## src/rtl/env_pkg.sv

```systemverilog
package env_pkg;
   // decoded shape code fields
   typedef struct packed {
      logic cont;
      logic attack;
      logic alt;
      logic hold;
   } env_shape_t;
endpackage

```

## src/rtl/env_prescale.sv

```systemverilog
module env_prescale #(
   parameter int PRE_DIV = 16,
   localparam int CW     = (PRE_DIV > 1) ? $clog2(PRE_DIV) : 1
) (
   input  logic clk,
   input  logic rst_n,
   input  logic clr_i,
   output logic tick_o
);
   logic [CW-1:0] cnt_q;

   if (PRE_DIV < 2) begin : g_bad_div
      $error("env_prescale: PRE_DIV must be at least 2");
   end

   if ((1 << CW) == PRE_DIV) begin : g_pow2
      // power-of-two divider: free wrap, all-ones marks the tick
      assign tick_o = &cnt_q;
      always_ff @(posedge clk) begin
         if (!rst_n || clr_i) cnt_q <= '0;
         else                 cnt_q <= cnt_q + 1'b1;
      end
   end else begin : g_cmp
      assign tick_o = (cnt_q == CW'(PRE_DIV - 1));
      always_ff @(posedge clk) begin
         if (!rst_n || clr_i) cnt_q <= '0;
         else if (tick_o)     cnt_q <= '0;
         else                 cnt_q <= cnt_q + 1'b1;
      end
   end

   // prescaler restarts from zero after each tick
   p_pre_wrap_r2: assert property (@(posedge clk) disable iff (!rst_n)
      tick_o |=> (cnt_q == '0));
endmodule

```

## src/rtl/env_period_div.sv

```systemverilog
module env_period_div #(
   parameter int PER_W = 16
) (
   input  logic             clk,
   input  logic             rst_n,
   input  logic             clr_i,
   input  logic             pre_tick_i,
   input  logic [PER_W-1:0] period_i,
   output logic             step_o
);
   logic [PER_W-1:0] div_q;
   logic [PER_W-1:0] per_eff;

   if (PER_W < 2) begin : g_bad_w
      $error("env_period_div: PER_W must be at least 2");
   end

   // zero period is treated as one
   assign per_eff = (period_i == '0) ? PER_W'(1) : period_i;
   // >= keeps the divider bounded when the period shrinks mid-count
   assign step_o  = pre_tick_i && (div_q >= per_eff - PER_W'(1));

   always_ff @(posedge clk) begin
      if (!rst_n || clr_i)  div_q <= '0;
      else if (pre_tick_i)  div_q <= step_o ? '0 : div_q + 1'b1;
   end

   // with period 0 or 1 every prescaler tick is a step
   p_min_period_r3: assert property (@(posedge clk) disable iff (!rst_n)
      (pre_tick_i && period_i <= PER_W'(1)) |-> step_o);
   // step only ever on a prescaler tick
   p_step_on_pre_r2: assert property (@(posedge clk) disable iff (!rst_n)
      step_o |-> pre_tick_i);
endmodule

```

## src/rtl/env_step_seq.sv

```systemverilog
module env_step_seq
   import env_pkg::*;
#(
   parameter int LVL_W = 4
) (
   input  logic             clk,
   input  logic             rst_n,
   input  logic             wr_i,
   input  logic [3:0]       shape_i,
   input  logic             step_i,
   output logic [LVL_W-1:0] level_o
);
   localparam logic [LVL_W-1:0] TOP = '1;

   env_shape_t       shp_q;
   logic [LVL_W-1:0] cnt_q;
   logic [LVL_W-1:0] park_q;
   logic             flip_q;
   logic             parked_q;

   if (LVL_W < 2) begin : g_bad_lvl
      $error("env_step_seq: LVL_W must be at least 2");
   end

   always_ff @(posedge clk) begin
      if (!rst_n) begin
         shp_q    <= '0;
         cnt_q    <= '0;
         flip_q   <= 1'b0;
         parked_q <= 1'b1;
         park_q   <= '0;
      end else if (wr_i) begin
         shp_q    <= env_shape_t'(shape_i);
         cnt_q    <= '0;
         flip_q   <= 1'b0;
         parked_q <= 1'b0;
      end else if (step_i && !parked_q) begin
         if (cnt_q != TOP) begin
            cnt_q <= cnt_q + 1'b1;
         end else if (!shp_q.cont) begin
            parked_q <= 1'b1;
            park_q   <= '0;
         end else if (shp_q.hold) begin
            parked_q <= 1'b1;
            park_q   <= (shp_q.attack ^ shp_q.alt) ? TOP : '0;
         end else begin
            cnt_q  <= '0;
            flip_q <= flip_q ^ shp_q.alt;
         end
      end
   end

   always_comb begin
      if (parked_q)                   level_o = park_q;
      else if (shp_q.attack ^ flip_q) level_o = cnt_q;
      else                            level_o = ~cnt_q;
   end

   // a write always restarts at step 0 and leaves the parked state
   p_restart_r8: assert property (@(posedge clk) disable iff (!rst_n)
      wr_i |=> (cnt_q == '0 && !parked_q && !flip_q));
   // once parked, only a write releases the level
   p_park_sticky_r5: assert property (@(posedge clk) disable iff (!rst_n)
      (parked_q && !wr_i) |=> (parked_q && $stable(level_o)));
   // before any write the level is parked at zero
   p_reset_zero_r1: assert property (@(posedge clk) disable iff (!rst_n)
      (shp_q == '0 && parked_q) |-> (level_o == '0));
endmodule

```

## src/rtl/env_shaper.sv

```systemverilog
module env_shaper #(
   parameter int PRE_DIV = 16,
   parameter int PER_W   = 16,
   parameter int LVL_W   = 4
) (
   input  logic             clk,
   input  logic             rst_n,
   input  logic [PER_W-1:0] period_i,
   input  logic [3:0]       shape_i,
   input  logic             shape_wr_i,
   output logic [LVL_W-1:0] level_o
);
   logic pre_tick;
   logic step_tick;

   env_prescale #(.PRE_DIV(PRE_DIV)) i_pre (
      .clk    (clk),
      .rst_n  (rst_n),
      .clr_i  (shape_wr_i),
      .tick_o (pre_tick)
   );

   env_period_div #(.PER_W(PER_W)) i_div (
      .clk        (clk),
      .rst_n      (rst_n),
      .clr_i      (shape_wr_i),
      .pre_tick_i (pre_tick),
      .period_i   (period_i),
      .step_o     (step_tick)
   );

   env_step_seq #(.LVL_W(LVL_W)) i_seq (
      .clk     (clk),
      .rst_n   (rst_n),
      .wr_i    (shape_wr_i),
      .shape_i (shape_i),
      .step_i  (step_tick),
      .level_o (level_o)
   );

   // the level moves only on a step tick or a write
   p_level_hold_r2: assert property (@(posedge clk) disable iff (!rst_n)
      (!step_tick && !shape_wr_i) |=> $stable(level_o));
endmodule

```

## config.mk

```make
export PLATFORM = sky130hd
export DESIGN_NAME = env_shaper
export DESIGN_NICKNAME = d
export VERILOG_FILES = /design/src/rtl/env_pkg.sv /design/src/rtl/env_prescale.sv /design/src/rtl/env_period_div.sv /design/src/rtl/env_step_seq.sv /design/src/rtl/env_shaper.sv
export SDC_FILE = /design/constraint.sdc
export NUM_CORES = 1
export LEC_CHECK = 0
export ABC_CLOCK_PERIOD_IN_PS = 8960
export BUFFER_PORTS_ARGS = -buffer_cell sky130_fd_sc_hd__buf_2
export CAP_MARGIN = 30
export CORE_ASPECT_RATIO = 1.2
export CORE_UTILIZATION = 35
export DETAILED_ROUTE_END_ITERATION = 8
export HOLD_SLACK_MARGIN = 0.03
export PLACE_DENSITY = 0.62
export SETUP_SLACK_MARGIN = 0.15
export SYNTH_ARGS = -nofsm -noshare
export SYNTH_HDL_FRONTEND = slang
export SYNTH_SLANG_ARGS = --single-unit
```

## constraint.sdc

```tcl
create_clock -name clk -period 8.96 [get_ports clk]
set_input_delay 1.792 -clock clk [delete_from_list [all_inputs] [get_ports clk]]
set_output_delay 1.792 -clock clk [all_outputs]
set_load 0.1 [all_outputs]
```

==> results of run 1 <==
worst paths after layout:
check	to	slack [ps]	depth (start not counted)
min	i_pre.cnt_q[0]	450	1
max	i_seq.park_q[2]	3040	18
max reg2reg	i_seq.park_q[2]	6340	7
min reg2reg	i_pre.cnt_q[0]	450	1
layout by cell type, fill, tap and decap left out, types with 3 or more instances in the layout:
cell      synthesis  final
a21oi_1          12     12
a31oi_1           3      3
and2_1            3      3
and3_1            4      4
and4_1            3      3
buf_2             0     26
clkbuf_8          0      6
dfxtp_1          31     31
ha_1             20     20
mux2i_1           6      6
nand2_1          26     26
nand2b_1          5      5
nand3_1           8      8
nand4_1           4      4
nor2_1           33     33
nor2b_1           7      7
nor4_1            4      4
o21a_1            8      8
o21ai_0           5      5
or3_1             3      3
or4_1             4      4
xnor2_1          17     17
xor2_1           17     17
cell type report:
class | count | share of cell area [%]
Tap cell | 62 | 3.35
Multi-Input combinational cell | 203 | 58.9
Inverter | 2 | 0.324
Sequential cell | 31 | 26.8
Timing Repair Buffer | 26 | 5.61
Clock inverter | 2 | 1.51
Clock buffer | 6 | 3.56
sequential cells by signal, indices dropped and copies added (netlist names):
name,cells
i_seq.park_q,1
i_div.div_q,16
i_seq.shp_q,4
i_seq.flip_q,1
i_seq.parked_q,1
i_pre.cnt_q,4
i_seq.cnt_q,4
cell usage after synthesis (4+ instances only):
cell type | number | area (um2)
a21oi_1 | 12 | 60.1
and3_1 | 4 | 25.0
dfxtp_1 | 31 | 621
ha_1 | 20 | 250
mux2i_1 | 6 | 60.1
nand2_1 | 26 | 97.6
nand2b_1 | 5 | 31.3
nand3_1 | 8 | 40.0
nand4_1 | 4 | 25.0
nor2_1 | 33 | 124
nor2b_1 | 7 | 43.8
nor4_1 | 4 | 25.0
o21a_1 | 8 | 60.1
o21ai_0 | 5 | 25.0
or4_1 | 4 | 30.0
xnor2_1 | 17 | 149
xor2_1 | 17 | 149
metal layers:
layer / part of all wire, % / wire length (um) / GRT usage (%) / up-vias
met2: 46 / 1760 / 25.3 / 35
met1: 49 / 1880 / 16.7 / 768
li1: - / - / - / 901
met5: 0 / 0 / 0 / -
met3: 3.5 / 133 / 3.44 / 4
met4: 1.1 / 42 / 5.64 / 0
stage by stage:
step	setup slack (ps)	hold WS, ps
finish	3040	452
global route	2730	471
CTS	3040	458
detailed placement	2730	442
global placement	2810	434
floorplan	3110	418
cell families (layout without fill, tap and decap cells):
| group | after synthesis | count (layout) |
|---|---|---|
| DFF | 31 | 31 |
| muxes | 6 | 6 |
| buffers and inverters | 5 | 36 |
| and+or+nand+nor | 108 | 108 |
| AOI/OAI and AO/OA | 35 | 35 |
| adders and majority gates | 20 | 20 |
| xor gates and xnor gates | 34 | 34 |
power breakdown:
part           internal, mW  leakage, nW  switching (mW)
registers             0.140        0.251         0.00194
logic                0.0139        0.613          0.0260
clock network        0.0899       0.0612          0.0526
total                 0.243        0.925          0.0806
worst reg2reg max path, stage by stage (launching register included):
cell and delay [ps]:
dfxtp_1 350, ha_1 320, nand4_1 140, or4_1 530, o32a_1 320, a21o_1 240, or4_1 500, mux2i_1 130
==> flow_summary.ini, run 1 <==
[cells_and_area]
multi_input_area_mm2 = 0.00137
postLayoutCoreUtil_pct = 42.9
fin_cells = 332
insertedDiodeCount = 0
regArea_um2 = 621
syn_to_final_growth_pct = 15.7
finalInstanceArea_mm2 = 0.00232
fillCellCount = 555
nNetsFinal = 312
layout-drive-gt1-share_pct = 13.0

[grt]
grt_max_degree = 17
grt_pass1_wl_mm = 6.99
antenna_found_initial = 0
grt_pass1_vias = 1688
grt_usage_pct = 14.4
gr-total-overflow = 0

[clock_tree]
cts_setup_buffers = 0
htreeDepth = 2
cts.sinks = 31
cts_inserted_buffers = 5
clk_pin_slew_ps = 70
clock_latency_ps = 280
cts_tree = built
cts_buffer_depth = 2
post_cts_resized = 0
ctsHoldBuffers = 0
root_buffer = clkbuf_8

[min_path]
worstHoldStart = i_pre.cnt_q[0]
hp-class = flop to flop

[die]
rows = 29
core_area_mm2 = 0.00541
die_height_um = 84.9
fp.dieW_um = 71.1
initial_core_util_pct = 37.1
die_area_mm2 = 0.00603
ios = 27

[sta]
setup_violations = 0
rsz0062_at_grt = false
worstMarginPinSlew_ps = 541
finClkSkew_ps = 7.27
fmax_mhz = 169
finalSetupTns_ps = 0
hold_violations = 0
fin_crit_sh_pct = 66.1
fin_crit_ps = 5920
relSlewSlack_pct = 63.9
slew_viol_final = 0

[yosys]
synth_edf_count = 0
yosys_warnings = 0
synth_top_family_by_area = simple AND/OR/NAND/NOR gates
syn_nets = 282
seq_area_frac_synth_pct = 31.0
yosysUniqueCellTypes = 33
synthCells = 239
synth-seq-cells = 31
synth_adder_area_share_pct = 12.5
async_reset_ff_share_pct = 0
synthFlopType = dfxtp_1
avgSynthCellArea_um2 = 8.39
yosys.area_share.simple_pct = 26.5
muxShareOfSynthArea_pct = 3.00
synth_compound_area_share_pct = 11.2
synth_area_mm2 = 0.00200
synthXorXnorAreaFrac_pct = 14.9

[critical_path]
crit_path_end_kind = flop
crit_type = input pin to flop
max_stage_delay_ps = 530
startpoint = period_i[9]
startpoint_type = input pin
rr_startpoint = i_div.div_q[13]
crit_slowest_cell = or4_1
critPathBufInv = 1
cp.required_ps = 9140
cpLargestDelayFamily = simple AND/OR/NAND/NOR gates
cp_common_cell = or4_1
crit_arrival_ps = 6100
path_cells = buf_2 > or3_1 > or3_1 > or4_1 > nor2_1 > a31oi_1 > ha_1 > nand2_1 > nor2_1 > nand2_1 > xor2_1 > ha_1 > nand4_1 > or4_1 > o32a_1 > a21o_1 > or4_1 > mux2i_1
worstPathMaxFanout = 6

[route]
ant_nets = 0
finalWirelength_mm = 3.81
drc = 0
drtPass1Iterations = 6
detail_route.vias_per_cell = 5.14
route.detailed.wl_per_inst_um = 11.5
drtIter0Drc = 63
vias = 1708

[pwr]
p_leak_nw = 0.925
irDropWorstVdd_v = 0.0000755
power.density_mw_per_mm2 = 140
p_total_mw = 0.324

[run]
drv_cap = 0

[placed_design]
dp.cells = 324
place.port_buffers = 26
dpl_cell_area_mm2 = 0.00220
dpl.hpwl_mm = 2.99
gp_congestion = 0.749

[status]
status = complete, no violations
No activity file was read; power rests on OpenSTA's default activity.
==> run 2: changes to the inputs <==
--- a/config.mk
+++ b/config.mk
@@ -5,14 +5,14 @@
 export SDC_FILE = /design/constraint.sdc
 export NUM_CORES = 1
 export LEC_CHECK = 0
-export ABC_CLOCK_PERIOD_IN_PS = 8960
+export ABC_CLOCK_PERIOD_IN_PS = 5200
 export BUFFER_PORTS_ARGS = -buffer_cell sky130_fd_sc_hd__buf_2
 export CAP_MARGIN = 30
 export CORE_ASPECT_RATIO = 1.2
 export CORE_UTILIZATION = 35
 export DETAILED_ROUTE_END_ITERATION = 8
 export HOLD_SLACK_MARGIN = 0.03
-export PLACE_DENSITY = 0.62
+export PLACE_DENSITY = 0.64
 export SETUP_SLACK_MARGIN = 0.15
 export SYNTH_ARGS = -nofsm -noshare
 export SYNTH_HDL_FRONTEND = slang
==> constraint.sdc (replaced) <==
create_clock -name clk -period 5.2 [get_ports clk]
set_input_delay 1.04 -clock clk [delete_from_list [all_inputs] [get_ports clk]]
set_output_delay 1.04 -clock clk [all_outputs]
set_load 0.1 [all_outputs]
==> flow_summary.ini, run 2 (synthesized netlist as in run 1, its figures left out) <==
[die]
initial_core_util_pct = 37.1
ios = 27
fp.dieW_um = 71.1
die_height_um = 84.9
die_area_mm2 = 0.00603
core_area_mm2 = 0.00541
rows = 29

[cells_and_area]
layout_commonest_cell = nor2_1
insertedDiodeCount = 0
postLayoutCoreUtil_pct = 44.7
syn_to_final_growth_pct = 20.5
fillCellCount = 515
final_cell_mix = 32 x nor2_1, 31 x dfxtp_1, 26 x buf_2
top_register = i_div.div_q
nNetsFinal = 321
largest_reg_flops = 16
layout-drive-gt1-share_pct = 17.6

[clock_tree]
cts.sinks = 31
htreeDepth = 2
cts_buffer_depth = 2
clock_latency_ps = 290
cts_tree = built
cts_inserted_buffers = 5
clk_pin_slew_ps = 70
cts_setup_buffers = 0
root_buffer = clkbuf_8

[grt]
grt_pass1_vias = 1577
grt_max_degree = 17
grt_pass1_wl_mm = 6.77
antenna_found_initial = 0
gr-total-overflow = 0
grt_usage_pct = 14.0

[critical_path]
crit_slowest_cell = or4_1
crit_type = input pin to flop
worstPathMaxFanout = 4
cp.required_ps = 5380
crit_arrival_ps = 5070
crit_path_end_kind = flop
cp_common_cell = or4_1
startpoint_type = input pin
max_stage_delay_ps = 540
path_cells = buf_2 > or3_1 > or3_4 > or4_4 > nor2_2 > a31oi_1 > ha_2 > nand2_2 > nor2_1 > nand2_1 > xor2_1 > ha_1 > nand4_1 > or4_1 > o32a_1 > a21o_1 > or4_1 > mux2i_1

[route]
vias = 1707
ant_nets = 0
drtIter0Drc = 74
finalWirelength_mm = 3.87
route.detailed.wl_per_inst_um = 11.3
drc = 1
detail_route.vias_per_cell = 5.01
drtPass1Iterations = 9

[placed_design]
gp_congestion = 0.780
dpl.hpwl_mm = 2.99
place.port_buffers = 26

[status]
violations = DRC
status = finished, violations left

[sta]
setup_violations = 0
rsz0062_at_grt = true
worstMarginPinSlew_ps = 538
fin_crit_ps = 4890
finalSetupTns_ps = 0
hold_violations = 0
fin_crit_sh_pct = 94.0
finClkSkew_ps = 4.64
slew_viol_final = 0
relSlewSlack_pct = 63.2
fmax_mhz = 205

[pwr]
p_leak_nw = 0.974
power.density_mw_per_mm2 = 235
irDropWorstVdd_v = 0.000149

[min_path]
hp-class = flop to flop

[run]
drv_cap = 0
run 2: timing repair:
action,CTS,global route
hold buffers,0,0
resized for setup,0,2
setup endpoints to repair,0,2
run 2: critical path: cells and delay by family:
kind                     cells  cell delay [ps]
AND/OR/NAND/NOR             10             2600
AO/OA/AOI/OAI                3              620
adder cells (fa/ha/maj)      2              500
multiplexers                 1              130
buffers and inverters        1              100
XOR/XNOR                     1               70
run 2: path summary, 6_finish.rpt:
path	startpoint	cells after the start	slack, ps	endpoint
min reg2reg	i_pre.cnt_q[0]	1	450	i_pre.cnt_q[0]
max	period_i[9]	18	310	i_seq.park_q[2]
min	i_pre.cnt_q[0]	1	450	i_pre.cnt_q[0]
max reg2reg	i_div.div_q[10]	7	2680	i_seq.park_q[2]
run 2: power by group:
| part | switching [mW] | internal [mW] |
|---|---|---|
| registers | 0.00323 | 0.241 |
| clock network | 0.0936 | 0.155 |
| logic | 0.0466 | 0.0281 |
run 2: layout make-up:
| class | instances | area [um2] | area share [%] |
|---|---|---|---|
| multi-input combinational | 203 | 1380 | 57.2 |
| clock buffer | 6 | 82.6 | 3.42 |
| timing repair buffer | 35 | 210 | 8.70 |
| tap | 62 | 77.6 | 3.21 |
| inverter | 2 | 7.51 | 0.311 |
| sequential | 31 | 621 | 25.7 |
| clock inverter | 2 | 35.0 | 1.45 |
run 2: per-stage QoR:
step / std cells / setup WS (ps) / total power, mW / cell area [um2] / hold WS, ps
2_1_floorplan: 239 / 172 / 0.297 / 2010 / 418
3_5_place_dp: 333 / 6.78 / 0.324 / 2290 / 444
5_1_grt: 341 / 123 / 0.591 / 2410 / 467
6_report: 341 / 313 / 0.567 / 2410 / 451
4_1_cts: 341 / 303 / 0.573 / 2410 / 454
3_3_place_gp: 333 / 48.2 / 0.323 / 2290 / 431
run 2: per-layer routing:
layer	global-route usage [%]	up-vias	routed length, um
li1	-	919	-
met1	17.7	745	1960
met2	23.7	36	1700
met3	2.97	7	146
met4	4.73	0	57
met5	0	-	0
